### src/rtl/flash_cmd_pkg.sv
package flash_cmd_pkg;

  typedef enum logic [3:0] {
    ST_READ, ST_U1, ST_U2, ST_PROG,
    ST_E1, ST_E2, ST_E3, ST_ERS_WIN,
    ST_ASEL, ST_BYP, ST_BYP_PROG, ST_BYP_EXIT,
    ST_BUSY
  } cmd_state_e;

  localparam logic [7:0] CMD_KEY_A    = 8'hAA;
  localparam logic [7:0] CMD_KEY_B    = 8'h55;
  localparam logic [7:0] CMD_PROG     = 8'hA0;
  localparam logic [7:0] CMD_ERS_SET  = 8'h80;
  localparam logic [7:0] CMD_ID       = 8'h90;
  localparam logic [7:0] CMD_BYP      = 8'h20;
  localparam logic [7:0] CMD_BACK     = 8'hF0;
  localparam logic [7:0] CMD_SECT     = 8'h30;
  localparam logic [7:0] CMD_CHIP     = 8'h10;
  localparam logic [7:0] CMD_BYP_OUT  = 8'h00;

  localparam logic [11:0] KEY_ADDR_A  = 12'h555;
  localparam logic [11:0] KEY_ADDR_B  = 12'h2AA;

endpackage

### src/rtl/flash_cmd_decoder.sv
module flash_cmd_decoder
  import flash_cmd_pkg::*;
#(
  parameter int ADDR_W  = 5,
  parameter int SECT_W  = 2,
  parameter int ERS_WIN = 8
) (
  input  logic                     clk_i,
  input  logic                     rst_ni,
  input  logic                     wr_i,
  input  logic [ADDR_W-1:0]        waddr_i,
  input  logic [7:0]               cmd_i,
  input  logic                     done_i,
  output cmd_state_e               state_o,
  output logic                     start_prog_o,
  output logic                     start_erase_o,
  output logic [(1<<SECT_W)-1:0]   erase_mask_o
);

  localparam int NSECT = 1 << SECT_W;
  localparam int WIN_W = $clog2(ERS_WIN + 1);

  cmd_state_e         state_q, state_d;
  logic [NSECT-1:0]   mask_q, mask_d, sect_bit;
  logic [WIN_W-1:0]   win_q, win_d;
  logic               ret_byp_q, ret_byp_d;
  logic               at_a, at_b;
  logic [SECT_W-1:0]  sect;

  assign at_a     = (waddr_i == KEY_ADDR_A[ADDR_W-1:0]);
  assign at_b     = (waddr_i == KEY_ADDR_B[ADDR_W-1:0]);
  assign sect     = waddr_i[ADDR_W-1 -: SECT_W];
  assign sect_bit = NSECT'(1) << sect;

  always_comb begin
    state_d       = state_q;
    mask_d        = mask_q;
    win_d         = win_q;
    ret_byp_d     = ret_byp_q;
    start_prog_o  = 1'b0;
    start_erase_o = 1'b0;
    unique case (state_q)
      ST_READ: if (wr_i && cmd_i == CMD_KEY_A && at_a) state_d = ST_U1;
      ST_U1:   if (wr_i) state_d = (cmd_i == CMD_KEY_B && at_b) ? ST_U2 : ST_READ;
      ST_U2: if (wr_i) begin
        state_d = ST_READ;
        if (at_a) begin
          case (cmd_i)
            CMD_PROG:    state_d = ST_PROG;
            CMD_ERS_SET: state_d = ST_E1;
            CMD_ID:      state_d = ST_ASEL;
            CMD_BYP:     state_d = ST_BYP;
            default:     state_d = ST_READ;
          endcase
        end
      end
      ST_PROG: if (wr_i) begin
        start_prog_o = 1'b1;
        ret_byp_d    = 1'b0;
        state_d      = ST_BUSY;
      end
      ST_E1: if (wr_i) state_d = (cmd_i == CMD_KEY_A && at_a) ? ST_E2 : ST_READ;
      ST_E2: if (wr_i) state_d = (cmd_i == CMD_KEY_B && at_b) ? ST_E3 : ST_READ;
      ST_E3: if (wr_i) begin
        if (cmd_i == CMD_CHIP && at_a) begin
          mask_d        = '1;
          start_erase_o = 1'b1;
          ret_byp_d     = 1'b0;
          state_d       = ST_BUSY;
        end else if (cmd_i == CMD_SECT) begin
          mask_d  = sect_bit;
          win_d   = '0;
          state_d = ST_ERS_WIN;
        end else begin
          state_d = ST_READ;
        end
      end
      ST_ERS_WIN: begin
        if (wr_i) begin
          if (cmd_i == CMD_SECT) begin
            mask_d = mask_q | sect_bit;
            win_d  = '0;
          end else begin
            state_d = ST_READ;
          end
        end else if (win_q == WIN_W'(ERS_WIN - 1)) begin
          start_erase_o = 1'b1;
          ret_byp_d     = 1'b0;
          state_d       = ST_BUSY;
        end else begin
          win_d = win_q + 1'b1;
        end
      end
      ST_ASEL: if (wr_i && cmd_i == CMD_BACK) state_d = ST_READ;
      ST_BYP: if (wr_i) begin
        case (cmd_i)
          CMD_PROG: state_d = ST_BYP_PROG;
          CMD_ID:   state_d = ST_BYP_EXIT;
          CMD_BACK: state_d = ST_READ;
          default:  state_d = ST_BYP;
        endcase
      end
      ST_BYP_PROG: if (wr_i) begin
        start_prog_o = 1'b1;
        ret_byp_d    = 1'b1;
        state_d      = ST_BUSY;
      end
      ST_BYP_EXIT: if (wr_i) begin
        state_d = (cmd_i == CMD_BYP_OUT || cmd_i == CMD_BACK) ? ST_READ : ST_BYP;
      end
      ST_BUSY: if (done_i) state_d = ret_byp_q ? ST_BYP : ST_READ;
      default: state_d = ST_READ;
    endcase
  end

  always_ff @(posedge clk_i or negedge rst_ni) begin
    if (!rst_ni) begin
      state_q   <= ST_READ;
      mask_q    <= '0;
      win_q     <= '0;
      ret_byp_q <= 1'b0;
    end else begin
      state_q   <= state_d;
      mask_q    <= mask_d;
      win_q     <= win_d;
      ret_byp_q <= ret_byp_d;
    end
  end

  assign state_o      = state_q;
  assign erase_mask_o = mask_d;

endmodule

### src/rtl/flash_cmd_exec.sv
module flash_cmd_exec #(
  parameter int ADDR_W    = 5,
  parameter int SECT_W    = 2,
  parameter int PROG_CYC  = 6,
  parameter int ERASE_CYC = 20
) (
  input  logic                    clk_i,
  input  logic                    rst_ni,
  input  logic                    start_prog_i,
  input  logic                    start_erase_i,
  input  logic [(1<<SECT_W)-1:0]  mask_i,
  input  logic [ADDR_W-1:0]       waddr_i,
  input  logic                    byte_mode_i,
  input  logic                    byte_hi_i,
  input  logic [15:0]             data_i,
  output logic                    busy_o,
  output logic                    done_o,
  output logic                    erase_o,
  output logic                    poll_o,
  output logic                    commit_prog_o,
  output logic                    commit_erase_o,
  output logic [(1<<SECT_W)-1:0]  mask_o,
  output logic [ADDR_W-1:0]       tgt_addr_o,
  output logic [15:0]             tgt_data_o
);

  localparam int MAXC  = (PROG_CYC > ERASE_CYC) ? PROG_CYC : ERASE_CYC;
  localparam int CNT_W = $clog2(MAXC + 1);

  logic               busy_q, erase_q, tgt7_q;
  logic [CNT_W-1:0]   cnt_q;
  logic [(1<<SECT_W)-1:0] mask_q;
  logic [ADDR_W-1:0]  addr_q;
  logic [15:0]        data_q, merged;

  // other byte lane all ones so the AND leaves it untouched
  always_comb begin
    if (!byte_mode_i)   merged = data_i;
    else if (byte_hi_i) merged = {data_i[7:0], 8'hFF};
    else                merged = {8'hFF, data_i[7:0]};
  end

  always_ff @(posedge clk_i or negedge rst_ni) begin
    if (!rst_ni) begin
      busy_q  <= 1'b0;
      erase_q <= 1'b0;
      tgt7_q  <= 1'b0;
      cnt_q   <= '0;
      mask_q  <= '0;
      addr_q  <= '0;
      data_q  <= '0;
    end else if (!busy_q && (start_prog_i || start_erase_i)) begin
      busy_q  <= 1'b1;
      erase_q <= start_erase_i;
      tgt7_q  <= start_erase_i ? 1'b1 : data_i[7];
      cnt_q   <= start_erase_i ? CNT_W'(ERASE_CYC - 1) : CNT_W'(PROG_CYC - 1);
      mask_q  <= mask_i;
      addr_q  <= waddr_i;
      data_q  <= merged;
    end else if (busy_q) begin
      if (cnt_q == '0) busy_q <= 1'b0;
      else             cnt_q  <= cnt_q - 1'b1;
    end
  end

  assign busy_o         = busy_q;
  assign done_o         = busy_q && (cnt_q == '0);
  assign erase_o        = erase_q;
  assign poll_o         = ~tgt7_q;
  assign commit_prog_o  = done_o && !erase_q;
  assign commit_erase_o = done_o && erase_q;
  assign mask_o         = mask_q;
  assign tgt_addr_o     = addr_q;
  assign tgt_data_o     = data_q;

endmodule

### src/rtl/flash_cmd_array.sv
module flash_cmd_array #(
  parameter int ADDR_W = 5,
  parameter int SECT_W = 2
) (
  input  logic                    clk_i,
  input  logic                    prog_i,
  input  logic                    erase_i,
  input  logic [(1<<SECT_W)-1:0]  mask_i,
  input  logic [ADDR_W-1:0]       waddr_i,
  input  logic [15:0]             wdata_i,
  input  logic [ADDR_W-1:0]       raddr_i,
  output logic [15:0]             rdata_o
);

  localparam int NWORDS = 1 << ADDR_W;
  localparam int NSECT  = 1 << SECT_W;
  localparam int WPS_W  = ADDR_W - SECT_W;

  logic [15:0]      mem_q [NWORDS];
  logic [NSECT-1:0] sect_clr;

  for (genvar s = 0; s < NSECT; s++) begin : g_sect
    assign sect_clr[s] = erase_i & mask_i[s];
  end

  always_ff @(posedge clk_i) begin
    for (int w = 0; w < NWORDS; w++) begin
      if (sect_clr[w >> WPS_W])
        mem_q[w] <= 16'hFFFF;
      else if (prog_i && waddr_i == ADDR_W'(w))
        mem_q[w] <= mem_q[w] & wdata_i;
    end
  end

  assign rdata_o = mem_q[raddr_i];

endmodule

### src/rtl/flash_cmd_rdmux.sv
module flash_cmd_rdmux #(
  parameter logic [7:0] MFR_ID = 8'h5A,
  parameter logic [7:0] DEV_ID = 8'hB3
) (
  input  logic        clk_i,
  input  logic        rst_ni,
  input  logic        rd_i,
  input  logic        busy_i,
  input  logic        asel_i,
  input  logic        poll_i,
  input  logic        byte_mode_i,
  input  logic        byte_hi_i,
  input  logic [1:0]  id_sel_i,
  input  logic [15:0] arr_i,
  output logic [15:0] data_o
);

  logic       tgl_q;
  logic [7:0] id_code;

  always_ff @(posedge clk_i or negedge rst_ni) begin
    if (!rst_ni)            tgl_q <= 1'b0;
    else if (busy_i && rd_i) tgl_q <= ~tgl_q;
  end

  always_comb begin
    case (id_sel_i)
      2'd0:    id_code = MFR_ID;
      2'd1:    id_code = DEV_ID;
      default: id_code = 8'h00;
    endcase
  end

  always_comb begin
    if (busy_i)           data_o = {8'h00, poll_i, tgl_q, 6'b0};
    else if (asel_i)      data_o = {8'h00, id_code};
    else if (!byte_mode_i) data_o = arr_i;
    else if (byte_hi_i)   data_o = {8'h00, arr_i[15:8]};
    else                  data_o = {8'h00, arr_i[7:0]};
  end

endmodule

### src/rtl/flash_cmd_top.sv
module flash_cmd_top
  import flash_cmd_pkg::*;
#(
  parameter int         ADDR_W    = 5,
  parameter int         SECT_W    = 2,
  parameter int         PROG_CYC  = 6,
  parameter int         ERASE_CYC = 20,
  parameter int         ERS_WIN   = 8,
  parameter logic [7:0] MFR_ID    = 8'h5A,
  parameter logic [7:0] DEV_ID    = 8'hB3
) (
  input  logic              clk_i,
  input  logic              rst_ni,
  input  logic              ce_ni,
  input  logic              we_ni,
  input  logic              oe_ni,
  input  logic              byte_ni,
  input  logic [ADDR_W:0]   addr_i,
  input  logic [15:0]       data_i,
  output logic [15:0]       data_o,
  output logic              data_oe_o
);

  localparam int NSECT = 1 << SECT_W;

  logic              wr, rd, byte_mode, byte_hi;
  logic [ADDR_W-1:0] waddr;
  cmd_state_e        state;
  logic              start_prog, start_erase, busy, done, op_erase, poll;
  logic              commit_prog, commit_erase;
  logic [NSECT-1:0]  dec_mask, ers_mask;
  logic [ADDR_W-1:0] tgt_addr;
  logic [15:0]       tgt_data, arr_rdata;

  assign wr        = !ce_ni && !we_ni && oe_ni;
  assign rd        = !ce_ni && !oe_ni && we_ni;
  assign byte_mode = !byte_ni;
  assign byte_hi   = addr_i[0];
  assign waddr     = byte_mode ? addr_i[ADDR_W:1] : addr_i[ADDR_W-1:0];
  assign data_oe_o = rd && rst_ni;

  flash_cmd_decoder #(
    .ADDR_W(ADDR_W), .SECT_W(SECT_W), .ERS_WIN(ERS_WIN)
  ) u_dec (
    .clk_i(clk_i), .rst_ni(rst_ni), .wr_i(wr), .waddr_i(waddr),
    .cmd_i(data_i[7:0]), .done_i(done), .state_o(state),
    .start_prog_o(start_prog), .start_erase_o(start_erase),
    .erase_mask_o(dec_mask)
  );

  flash_cmd_exec #(
    .ADDR_W(ADDR_W), .SECT_W(SECT_W), .PROG_CYC(PROG_CYC), .ERASE_CYC(ERASE_CYC)
  ) u_exec (
    .clk_i(clk_i), .rst_ni(rst_ni), .start_prog_i(start_prog),
    .start_erase_i(start_erase), .mask_i(dec_mask), .waddr_i(waddr),
    .byte_mode_i(byte_mode), .byte_hi_i(byte_hi), .data_i(data_i),
    .busy_o(busy), .done_o(done), .erase_o(op_erase), .poll_o(poll),
    .commit_prog_o(commit_prog), .commit_erase_o(commit_erase),
    .mask_o(ers_mask), .tgt_addr_o(tgt_addr), .tgt_data_o(tgt_data)
  );

  flash_cmd_array #(
    .ADDR_W(ADDR_W), .SECT_W(SECT_W)
  ) u_array (
    .clk_i(clk_i), .prog_i(commit_prog), .erase_i(commit_erase),
    .mask_i(ers_mask), .waddr_i(tgt_addr), .wdata_i(tgt_data),
    .raddr_i(waddr), .rdata_o(arr_rdata)
  );

  flash_cmd_rdmux #(
    .MFR_ID(MFR_ID), .DEV_ID(DEV_ID)
  ) u_rdmux (
    .clk_i(clk_i), .rst_ni(rst_ni), .rd_i(rd), .busy_i(busy),
    .asel_i(state == ST_ASEL), .poll_i(poll), .byte_mode_i(byte_mode),
    .byte_hi_i(byte_hi), .id_sel_i(waddr[1:0]), .arr_i(arr_rdata),
    .data_o(data_o)
  );

endmodule

### config.mk
export PLATFORM = sky130hd
export DESIGN_NAME = flash_cmd_top
export DESIGN_NICKNAME = d
export VERILOG_FILES = /design/src/rtl/flash_cmd_pkg.sv /design/src/rtl/flash_cmd_decoder.sv /design/src/rtl/flash_cmd_exec.sv /design/src/rtl/flash_cmd_array.sv /design/src/rtl/flash_cmd_rdmux.sv /design/src/rtl/flash_cmd_top.sv
export SDC_FILE = /design/constraint.sdc
export NUM_CORES = 1
export LEC_CHECK = 0
export BUFFER_PORTS_ARGS = -buffer_cell sky130_fd_sc_hd__buf_4
export CAP_MARGIN = 20
export CORE_MARGIN = 10
export CORE_UTILIZATION = 45
export DETAILED_ROUTE_END_ITERATION = 8
export PLACE_DENSITY_LB_ADDON = 0.3
export SYNTH_ARGS = -nofsm -noshare
export SYNTH_HDL_FRONTEND = slang
export SYNTH_SLANG_ARGS = --single-unit
### constraint.sdc
create_clock -name clk_i -period 3.6 [get_ports clk_i]
set_input_delay 0.36 -clock clk_i [delete_from_list [all_inputs] [get_ports clk_i]]
set_output_delay 0.36 -clock clk_i [all_outputs]
set_load 0.02 [all_outputs]
* Word level (Yosys, flattened, before mapping)
Memories as Yosys holds them, arrays and structs flattened. Cells that the tools add are included. Widths: inputs -> output; s select.
Word-level totals: flip-flop bits (word level) 47, latch bits 0, memory bits (writable) 512, bits in read-only memories 0, input bits 28, output and inout bits 17, logic and storage cells 435, memories 1
Cells by class: add/sub/neg operators 2, multipliers 0, div/mod/pow operators 0, $lt $le $gt $ge 0, equal/unequal tests 77, shifts and indexed selects 1, muxes and demuxes 203, bitwise logic cells 71, reduce and logical (&&, ||, !) cells 68
Memory list:
- u_array.mem_q | words 32, width 16, read ports 33, clocked after Yosys merged registers in 0, write ports 32, line flash_cmd_array.sv:19 | logic [15:0] mem_q [NWORDS];
Operators by type and width (number):
- $mux 16 | 37
- $and 16x16->16 | 32
- $mux 1 | 120
- $mux 4 | 28
- $eq 5x5->1 const B | 17
- $logic_and 1x1->1 | 48
- $pmux 4 s12 | 1
- $eq 5x4->1 const B | 9
- $eq 8x8->1 const B | 5
- $or 1x1->1 | 32
- $ne 2x1->1 const B | 15
- $mux 5 | 5
- $eq 4x3->1 const B | 5
- $eq 4x4->1 const B | 5
- $eq 5x3->1 const B | 4
- $eq 8x6->1 const B | 2
- $pmux 4 s2 | 2
- $pmux 4 s4 | 1
- $pmux 8 s2 | 1
- $reduce_and 13->1 | 1
- $pmux 4 s3 | 1
- $eq 5x2->1 const B | 2
- $logic_not 5->1 | 2
- $mux 3 | 3
- other kinds (31) | 44

* Depth between registers and ports, before layout
Gate-level depths: netlist of the first run.
word-level depth 10, gate-level depth with buffers 12, gate-level depth less buffers 8

* By module
From an unflattened synthesis of the first run, not the netlist that was laid out.
Unflattened totals: cells, all modules 2316, area total of the unflattened synthesis 27864.2 µm²
Modules (own cells, without submodules):
- flash_cmd_array | times used 1, cells each 1957, area an instance 24619.9 µm², seq. area each 15374.7 µm²
- flash_cmd_exec | times used 1, cells each 134, area an instance 1436.4 µm², seq. area each 825.8 µm²
- flash_cmd_decoder | times used 1, cells each 173, area an instance 1376.3 µm², seq. area each 325.3 µm²
- flash_cmd_rdmux | times used 1, cells each 41, area an instance 305.3 µm², seq. area each 25.0 µm²
- flash_cmd_top | times used 1, cells each 11, area an instance 126.4 µm², seq. area each 0.0 µm²

* Least setup slack after synthesis of the first run
OpenSTA, ideal clock, no wires.
path type register -> register, from register u_exec.addr_q[1] (netlist: u_exec.tgt_addr_o[1]), to memory u_array.mem_q[5][0], enable pin, setup time 411 ps, arrival 2643 ps, data required time 3189 ps, path slack 546 ps, cell stages (with the launch flop) 7, buffers on the path 3, clock period less this slack 3054 ps, cell sequence dfrtp_1 -> clkbuf_1 -> nand2b_1 -> clkbuf_1 -> or4_1 -> clkbuf_1 -> o21ai_0
RTL lines:
- from (decl) | line flash_cmd_exec.sv:33 | logic [ADDR_W-1:0] addr_q;
- from (signal assigned) | line flash_cmd_exec.sv:58 | addr_q <= waddr_i;
- to (decl) | line flash_cmd_array.sv:19

* Worst setup path after layout of the first run
from input port byte_ni, to output port data_o[0]
Between the ends: cells in the longest elaborated chain, start to end 6, elaborated cells on any way between the ends 9, classes of those cells eq/ne: 1; mux: 6; reduce/logical: 1; memory: 1
RTL lines:
- from (decl) | line flash_cmd_top.sv:17 | input logic byte_ni,
- $mux 5 | line flash_cmd_top.sv:39 | assign waddr = byte_mode ? addr_i[ADDR_W:1] : addr_i[ADDR_W-1:0];
- $mem_v2 32x16
- $mux 8 | line flash_cmd_rdmux.sv:38 | else if (byte_hi_i) data_o = {8'h00, arr_i[15:8]};
- $mux 16 | line flash_cmd_rdmux.sv:37 | else if (!byte_mode_i) data_o = arr_i;
- $mux 16 * | line flash_cmd_rdmux.sv:36 | else if (asel_i) data_o = {8'h00, id_code};
- $mux 16 * | line flash_cmd_rdmux.sv:35 | if (busy_i) data_o = {8'h00, poll_i, tgl_q, 6'b0};
- to (decl) | line flash_cmd_top.sv:20 | output logic [15:0] data_o,
Every way passes the cells marked *; elsewhere a longest branch is shown, timed or not.

==> results of run 1 <==
cell type report:
class / count / area [sq um] / share of cell area, %
clock buffers: 81 / 1620 / 5.14
clock inverters: 29 / 208 / 0.658
inverters: 19 / 71.3 / 0.226
multi-input cells: 2101 / 10400 / 33.0
flip-flops and latches: 559 / 16600 / 52.4
well taps: 790 / 988 / 3.13
repair buffers: 194 / 1700 / 5.37
cell families after synthesis:
group | share of synthesized area, %
DFF | 59.4
AOI/OAI and AO/OA | 5.12
buffers and inverters | 3.49
xor gates and xnor gates | 0.0944
muxes | 5.28
adders and majority gates | 0.135
and+or+nand+nor | 26.4
metrics by stage:
stage | instance area (sq um) | setup slack, ns
after global placement | 29700 | -0.0317
after CTS | 31500 | 0.0435
after detailed placement | 29700 | -0.00969
final | 31600 | -0.0283
after global routing | 31600 | 0.0116
after floorplan | 27800 | 0.546
cell usage in the layout (no fill, tap or decap), types with 4 or more instances in the layout:
cell,instances
or2_2,4
edfxtp_1,512
nor3_1,17
nand3b_1,7
a21boi_0,4
nand2b_1,21
dfrtp_2,6
a311oi_1,10
nor3_2,9
nor4_1,6
clkinv_2,12
o22ai_1,18
nand4_1,16
nand3_1,176
o21ai_2,7
o21ai_0,26
mux4_2,33
and3_1,11
a221o_1,5
o21ai_1,31
clkinv_1,14
nand2_1,1422
nor2b_1,6
o211ai_1,5
buf_4,174
dfrtp_1,41
nor2_2,4
clkbuf_16,61
nor2_1,53
mux2i_1,61
inv_1,18
a21oi_1,24
a32oi_1,17
clkbuf_1,18
buf_12,19
a31oi_1,16
cell usage after synthesis (10+ instances only):
master and count:
and3_1 11, nor2_1 56, nand2_1 1423, o22ai_1 18
a32oi_1 18, nor3_1 22, nand4_1 16, clkbuf_1 138
mux2i_1 61, a311oi_1 10, mux4_2 33, a31oi_1 16
buf_2 41, nand3_1 176, inv_1 18, o21ai_0 51
dfrtp_1 47, a21oi_1 25, edfxtp_1 512, nand2b_1 21
power groups by stage:
stage	logic, W	clock network [W]	registers, W
5_1_grt	0.00102	0.00621	0.00699
4_1_cts	0.000939	0.00596	0.00699
3_3_place_gp	0.000933	0	0.00713
3_5_place_dp	0.000934	0	0.00713
2_1_floorplan	0.000482	0	0.00712
6_report	0.000977	0.00591	0.00699
worst paths after layout:
check	endpoint	slack [ns]	cells past startpoint
setup / recovery	data_o[0]	-0.03	10
hold / removal	u_exec.tgt_data_o[13]$_DFFE_PN0P_	0.03	3
setup reg to reg	u_array.mem_q[15][10]$_SDFFCE_PN1P_	0.69	7
hold reg to reg	u_exec.mask_o[1]$_DFFE_PN0P_	0.48	2
max in group asynchronous	u_exec.tgt_data_o[11]$_DFFE_PN0P_	2.77	2
min in group asynchronous	u_dec.win_q[3]$_DFFE_PN0P_	0.33	2
worst reg2reg max path: stages, from the launching register on:
cell,delay [ns]
dfrtp_1,0.40
inv_1,0.10
ha_1,0.17
nand4b_1,0.29
nor3_1,0.36
nand3_1,0.39
o21ai_1,0.52
buf_4,0.36
flip-flops by register name, summed over array words and instances, names as in the netlist:
name               cells
u_array.mem_q        512
u_exec.tgt_data_o     16
u_exec.cnt_q           5
u_exec.tgt_addr_o      5
u_dec.mask_q           4
u_dec.state_o          4
u_dec.win_q            4
u_exec.mask_o          4
u_dec.ret_byp_q        1
u_exec.busy_o          1
u_exec.erase_o         1
u_exec.tgt7_q          1
u_rdmux.tgl_q          1
layer usage:
metal	part of all wire (%)	track usage (%)	vias up
met5	0	0	-
met4	3.9	9.90	0
met3	12	5.38	174
met2	44	37.9	1399
met1	40	35.2	11100
li1	-	-	9998
repair_timing:
item,in CTS,in global routing
pin swaps,1,4
resized for setup,1,10
setup endpoints to repair,1,8
gates cloned,0,1
buffers inserted,0,0
endpoints found under the hold margin,47,0
hold buffers,1,0
==> results.md, run 1 <==
- Status: finished, violations left
- Failing checks: negative setup slack
- Cell Int Power: 0.0107 W
- Dominant cells by area after synthesis: edfxtp_1, nand2_1, dfrtp_1, nand3_1, mux4_2
- IO Port Bufs: 44
- Filler instances: 5465
- Die area: 0.0722 sq mm
- Crit-path slowest cell: mux4_2
- Synth top area share: 55.2%
- GP Congestion: about 1.0
- Yosys reg bits: 559
- Peak supply drop: 365 uV
- Max stage delay on crit path: 0.56 ns
- Tcrit/Tclk final: 101%
- Final hold viol count: 0
- Setup_tns: -0.0336 ns
- Power Dens Cells: 439 mW/mm^2
- HP Class: in2reg
- Antenna violations before repair: 0
- Root Driver: clkbuf_16
- Seq pwr share: 50.4%
- Ys async rst share: 8.41%
- Pin count of the biggest net entering global routing: 49
- Syn Inst Count: 2881
- Critical Path Start: byte_ni
- Post-synthesis sequential area ratio: between 50% and 60%
- Fin cells: ~3800
- DIE WIDTH: 269 um
- Switching Share: between 20 and 25%
- Yosys cell types: slightly above 80
- Final wirelength: 92.2 mm
- DRC: 0
- Starting Density: 45.3%
- DRT antenna net count: 0
- First-pass GRT wire length: 137 mm
- Crit path kind: in2out
- Inserted Clock Buffers: 60
- Worst path bufs/invs: 4
- CP startpoint kind: input port
- Core outline area: a little over 0.06 sq mm
- Crit-path cells: buf_4 -> buf_12 -> nor2b_1 -> a21oi_4 -> buf_12 -> mux4_2 -> a32oi_2 -> o311ai_0 -> o211ai_1 -> buf_4
- DRT iter0 DRCs: 3138
- Data required time of the worst path: 3.24 ns
- LEAKAGE: around 11 nW
- Clock Path Buffers: 3
- H-tree levels: 2
- Synth area leader: edfxtp_1
- Fmax achieved: ~0.28 GHz
- Later-pin clock latency in the skew report: 0.62 ns
- Slew Limit Fails: 0
- Vias: roughly 23000
- Setup ws final: -0.0283 ns
- Syn_nets: 2912
- DP Cell Count: 3661
- Synth Flop Type: edfxtp_1
- WL/cell: between 20 and 25 um
- Die Ht: 269 um
- Clock Skew: 0.0123 ns
- Psw: 0.00322 W
- Vias in the first global route: 21200
- Share of layout cells above drive strength 1: 12.2%
- Measured slew at the worst slew-check pin: 1.10 ns
- P&R area growth vs syn: 13.4%
- Synth Cell Area: 0.0278 sq mm
- RSZ-0062 raised after global routing: false
- Final setup viols: 2
- Max_slew headroom: approximately a quarter
- CTS clk-pin slew, worst paths: 0.06 ns
- Logic gate share of total power: 7.0%
- Final nets: between 2000 and 3000
- MaxCap Viol Count: 0
- Post-Syn Area per Cell: 9.66 sq um
- I/O Pins: 45
- Final Util: 51.4%
- Number of antenna diodes: 0
- Number of synthesized flops with an enable pin: 512
- Fin crit period: 3.63 ns
- Setup crit end kind: primary output
- Detailed Place HPWL: 60.9 mm
- Critical path arrival: between 3 and 4 ns
- Global Route Usage Sum: ~25%
- Worst-path maximum fanout: 27
- Hold Path Origin: data_i[13]
- TritonRoute pass-1 iters: 6
- Pwr Total: approximately 0.014 W
- Clk pwr share: 42.6%
- Cell family with most CP delay: compound AO/OA/AOI/OAI gates
- Rows: 91
- Synth Warn #: 0
- CTS Sinks: roughly 560
- Worst Hold Margin: 0.0330 ns
- Gr ovfl total: 0
- R2R Path Start: u_exec.cnt_q[0]$_DFFE_PN0P_
- Via-to-Cell Ratio: 6.00
- TritonCTS clock tree: done
(Power assumes the default switching activity.)
==> run 2: changes to the inputs <==
CELL_PAD_IN_SITES_DETAIL_PLACEMENT = 0   (was unset)
CELL_PAD_IN_SITES_GLOBAL_PLACEMENT = 1   (was unset)
==> results.md, run 2 (synthesis gave the netlist of run 1 again) <==
- Status: finished, final reports clean
- CP startpoint kind: input port
- Crit path kind: in2out
- Fin crit period: 3.58 ns (-0.0471 ns)
- Top reg by flops: u_array.mem_q
- Fmax achieved: 0.279 GHz (+1.3%)
- Final Util: 52.1% (+0.73 points)
- Crit-path slowest cell: mux4_2
- Clock Skew: 0.0189 ns (+0.00661 ns)
- Setup_tns: 0 ns (+0.0336 ns)
- Wire length on met1: 38.4 mm (+3.6%)
- IO Port Bufs: 44 (unchanged)
- Most common cell after layout, fill and taps aside: nand2_1
- Rows: 91 (unchanged)
- Starting Density: 45.3% (unchanged)
- Vias in the first global route: 21700 (+2.5%)
- H-tree levels: 2 (unchanged)
- Slew Limit Fails: 0 (unchanged)
- Final hold viol count: 0 (unchanged)
- TritonCTS clock tree: done
- DIE WIDTH: 269 um (unchanged)
- Worst-path maximum fanout: 26 (-3.7%)
- Pwr Total: 0.0147 W (+6.1%)
- MaxCap Viol Count: 0 (unchanged)
- Met2 routed WL: 43.4 mm (+7.3%)
- Share of layout cells above drive strength 1: 12.8% (+0.63 points)
- Max_slew headroom: 20.1% (-6.6 points)
- Die Ht: 269 um (unchanged)
- HP Class: in2reg
- RSZ-0062 raised after global routing: false
- GP Congestion: 1.01 (+0.87%)
- Top sig layer: met4
- Pin count of the biggest net entering global routing: 54 (+10%)
- Worst R2R Path Depth: 9 (+2)
- CTS Sinks: 559 (unchanged)
- Power Dens Cells: 459 mW/mm^2 (+4.6%)
- Vias: 22600 (-0.25%)
- Final wirelength: 94.5 mm (+2.5%)
- Clock Path Buffers: 3 (unchanged)
- Number of antenna diodes: 0 (unchanged)
- Die area: 0.0722 sq mm (unchanged)
- Gr ovfl total: 0 (unchanged)
- Filler instances: 5559 (+1.7%)
- DR WL met3: 9.65 mm (-13%)
- LEAKAGE: 11.2 nW (+2.3%)
- Max reg flops: 512 (unchanged)
- Data required time of the worst path: 3.24 ns (about the same)
- First-pass GRT wire length: 141 mm (+2.7%)
- Core outline area: 0.0615 sq mm (unchanged)
- TritonRoute pass-1 iters: 6 (unchanged)
- DRC: 0 (unchanged)
- Global Route Usage Sum: 26.0% (+0.81 points)
- DRT iter0 DRCs: 2712 (-14%)
- Max stage delay on crit path: 0.60 ns (+0.04 ns)
- Crit-path cells: buf_4 -> buf_12 -> nor2b_1 -> a21oi_4 -> buf_12 -> mux4_2 -> a22oi_1 -> o311ai_1 -> and3_1 -> a2111oi_2 -> buf_4
- Inserted Clock Buffers: 60 (unchanged)
- Measured slew at the worst slew-check pin: 1.20 ns (+0.0983 ns)
- Hold depth: 3 (unchanged)
- Critical path arrival: 3.22 ns (-0.05 ns)
- Tcrit/Tclk final: 99.5% (-1.3 points)
- Root Driver: clkbuf_16
- Most frequent cells in the layout: nand2_1, edfxtp_1, buf_4
- Antenna violations before repair: 0 (unchanged)
- I/O Pins: 45 (unchanged)
- Final nets: 2996 (+1.0%)
- Peak supply drop: 384 uV (+5.4%)
- P&R area growth vs syn: 15.0%
- Detailed Place HPWL: 62.5 mm (+2.6%)
- Final setup viols: 0 (-2)
- Setup crit end kind: primary output
- CTS clk-pin slew, worst paths: 0.06 ns (about the same)
- WL/cell: 24.8 um (+1.7%)
- Later-pin clock latency in the skew report: 0.64 ns (+0.02 ns)
- DRT antenna net count: 0 (unchanged)
- Via-to-Cell Ratio: 5.93 (-1.1%)
run 2: path summary, 6_finish.rpt:
path / from / slack [ns] / end
setup reg to reg: u_exec.cnt_q[0]$_DFFE_PN0P_ / 0.66 / u_array.mem_q[3][12]$_SDFFCE_PN1P_
hold / removal: data_i[0] / 0.04 / u_exec.tgt_data_o[0]$_DFFE_PN0P_
setup / recovery: byte_ni / 0.02 / data_o[7]
hold reg to reg: u_rdmux.tgl_q$_DFFE_PN0P_ / 0.48 / u_rdmux.tgl_q$_DFFE_PN0P_
max in group asynchronous: rst_ni / 2.83 / u_dec.state_o[0]$_DFFE_PN0P_
min in group asynchronous: rst_ni / 0.31 / u_rdmux.tgl_q$_DFFE_PN0P_
run 2: routing by layer:
layer | track usage [%] | vias to the layer above
met1 | 35.0 | 11100
met5 | 0 | -
met3 | 5.77 | 184
met4 | 8.62 | 0
met2 | 41.3 | 1196
li1 | - | 10100
run 2: worst max-delay path: cells and delay by family:
kind,cells,cell delay [ns]
muxes,1,0.60
and+or+nand+nor,2,0.38
buffers and inverters,4,0.76
AOI/OAI and AO/OA,4,1.09
run 2: metrics by stage:
step	hold slack, ns	instances	setup slack, ns	instance area, sq um
global placement	0.420	3683	0.0936	29800
floorplan	0.0644	2881	0.546	27800
global route	0.0292	3806	0.000178	32000
CTS	0.00299	3803	0.0386	32000
detailed placement	0.428	3683	0.136	29800
finish	0.0424	3806	0.0188	32000
run 2: area by class of cell:
class                   count  area (sq um)  share of cell area, %
flip-flops and latches    559         16600                   51.7
multi-input cells        2100         10400                   32.4
repair buffers            225          1900                   5.93
clock buffers              68          1550                   4.85
well taps                 790           988                   3.09
clock inverters            45           572                   1.79
inverters                  19          71.3                  0.223
run 2: repair_timing:
| action | in CTS | in global routing |
|---|---|---|
| setup buffers | 0 | 2 |
| hold buffers | 7 | 0 |
| resized for setup | 1 | 1 |
| gates cloned | 0 | 1 |
| endpoints found under the hold margin | 53 | 0 |
| setup endpoints to repair | 1 | 2 |
run 2: power breakdown:
group	internal, W	switching (W)	leakage [nW]	total (W)
Clock	0.00408	0.00267	1.03	0.00675
Combinational	0.000340	0.000637	3.48	0.000977
Sequential	0.00699	0.00000561	6.71	0.00699
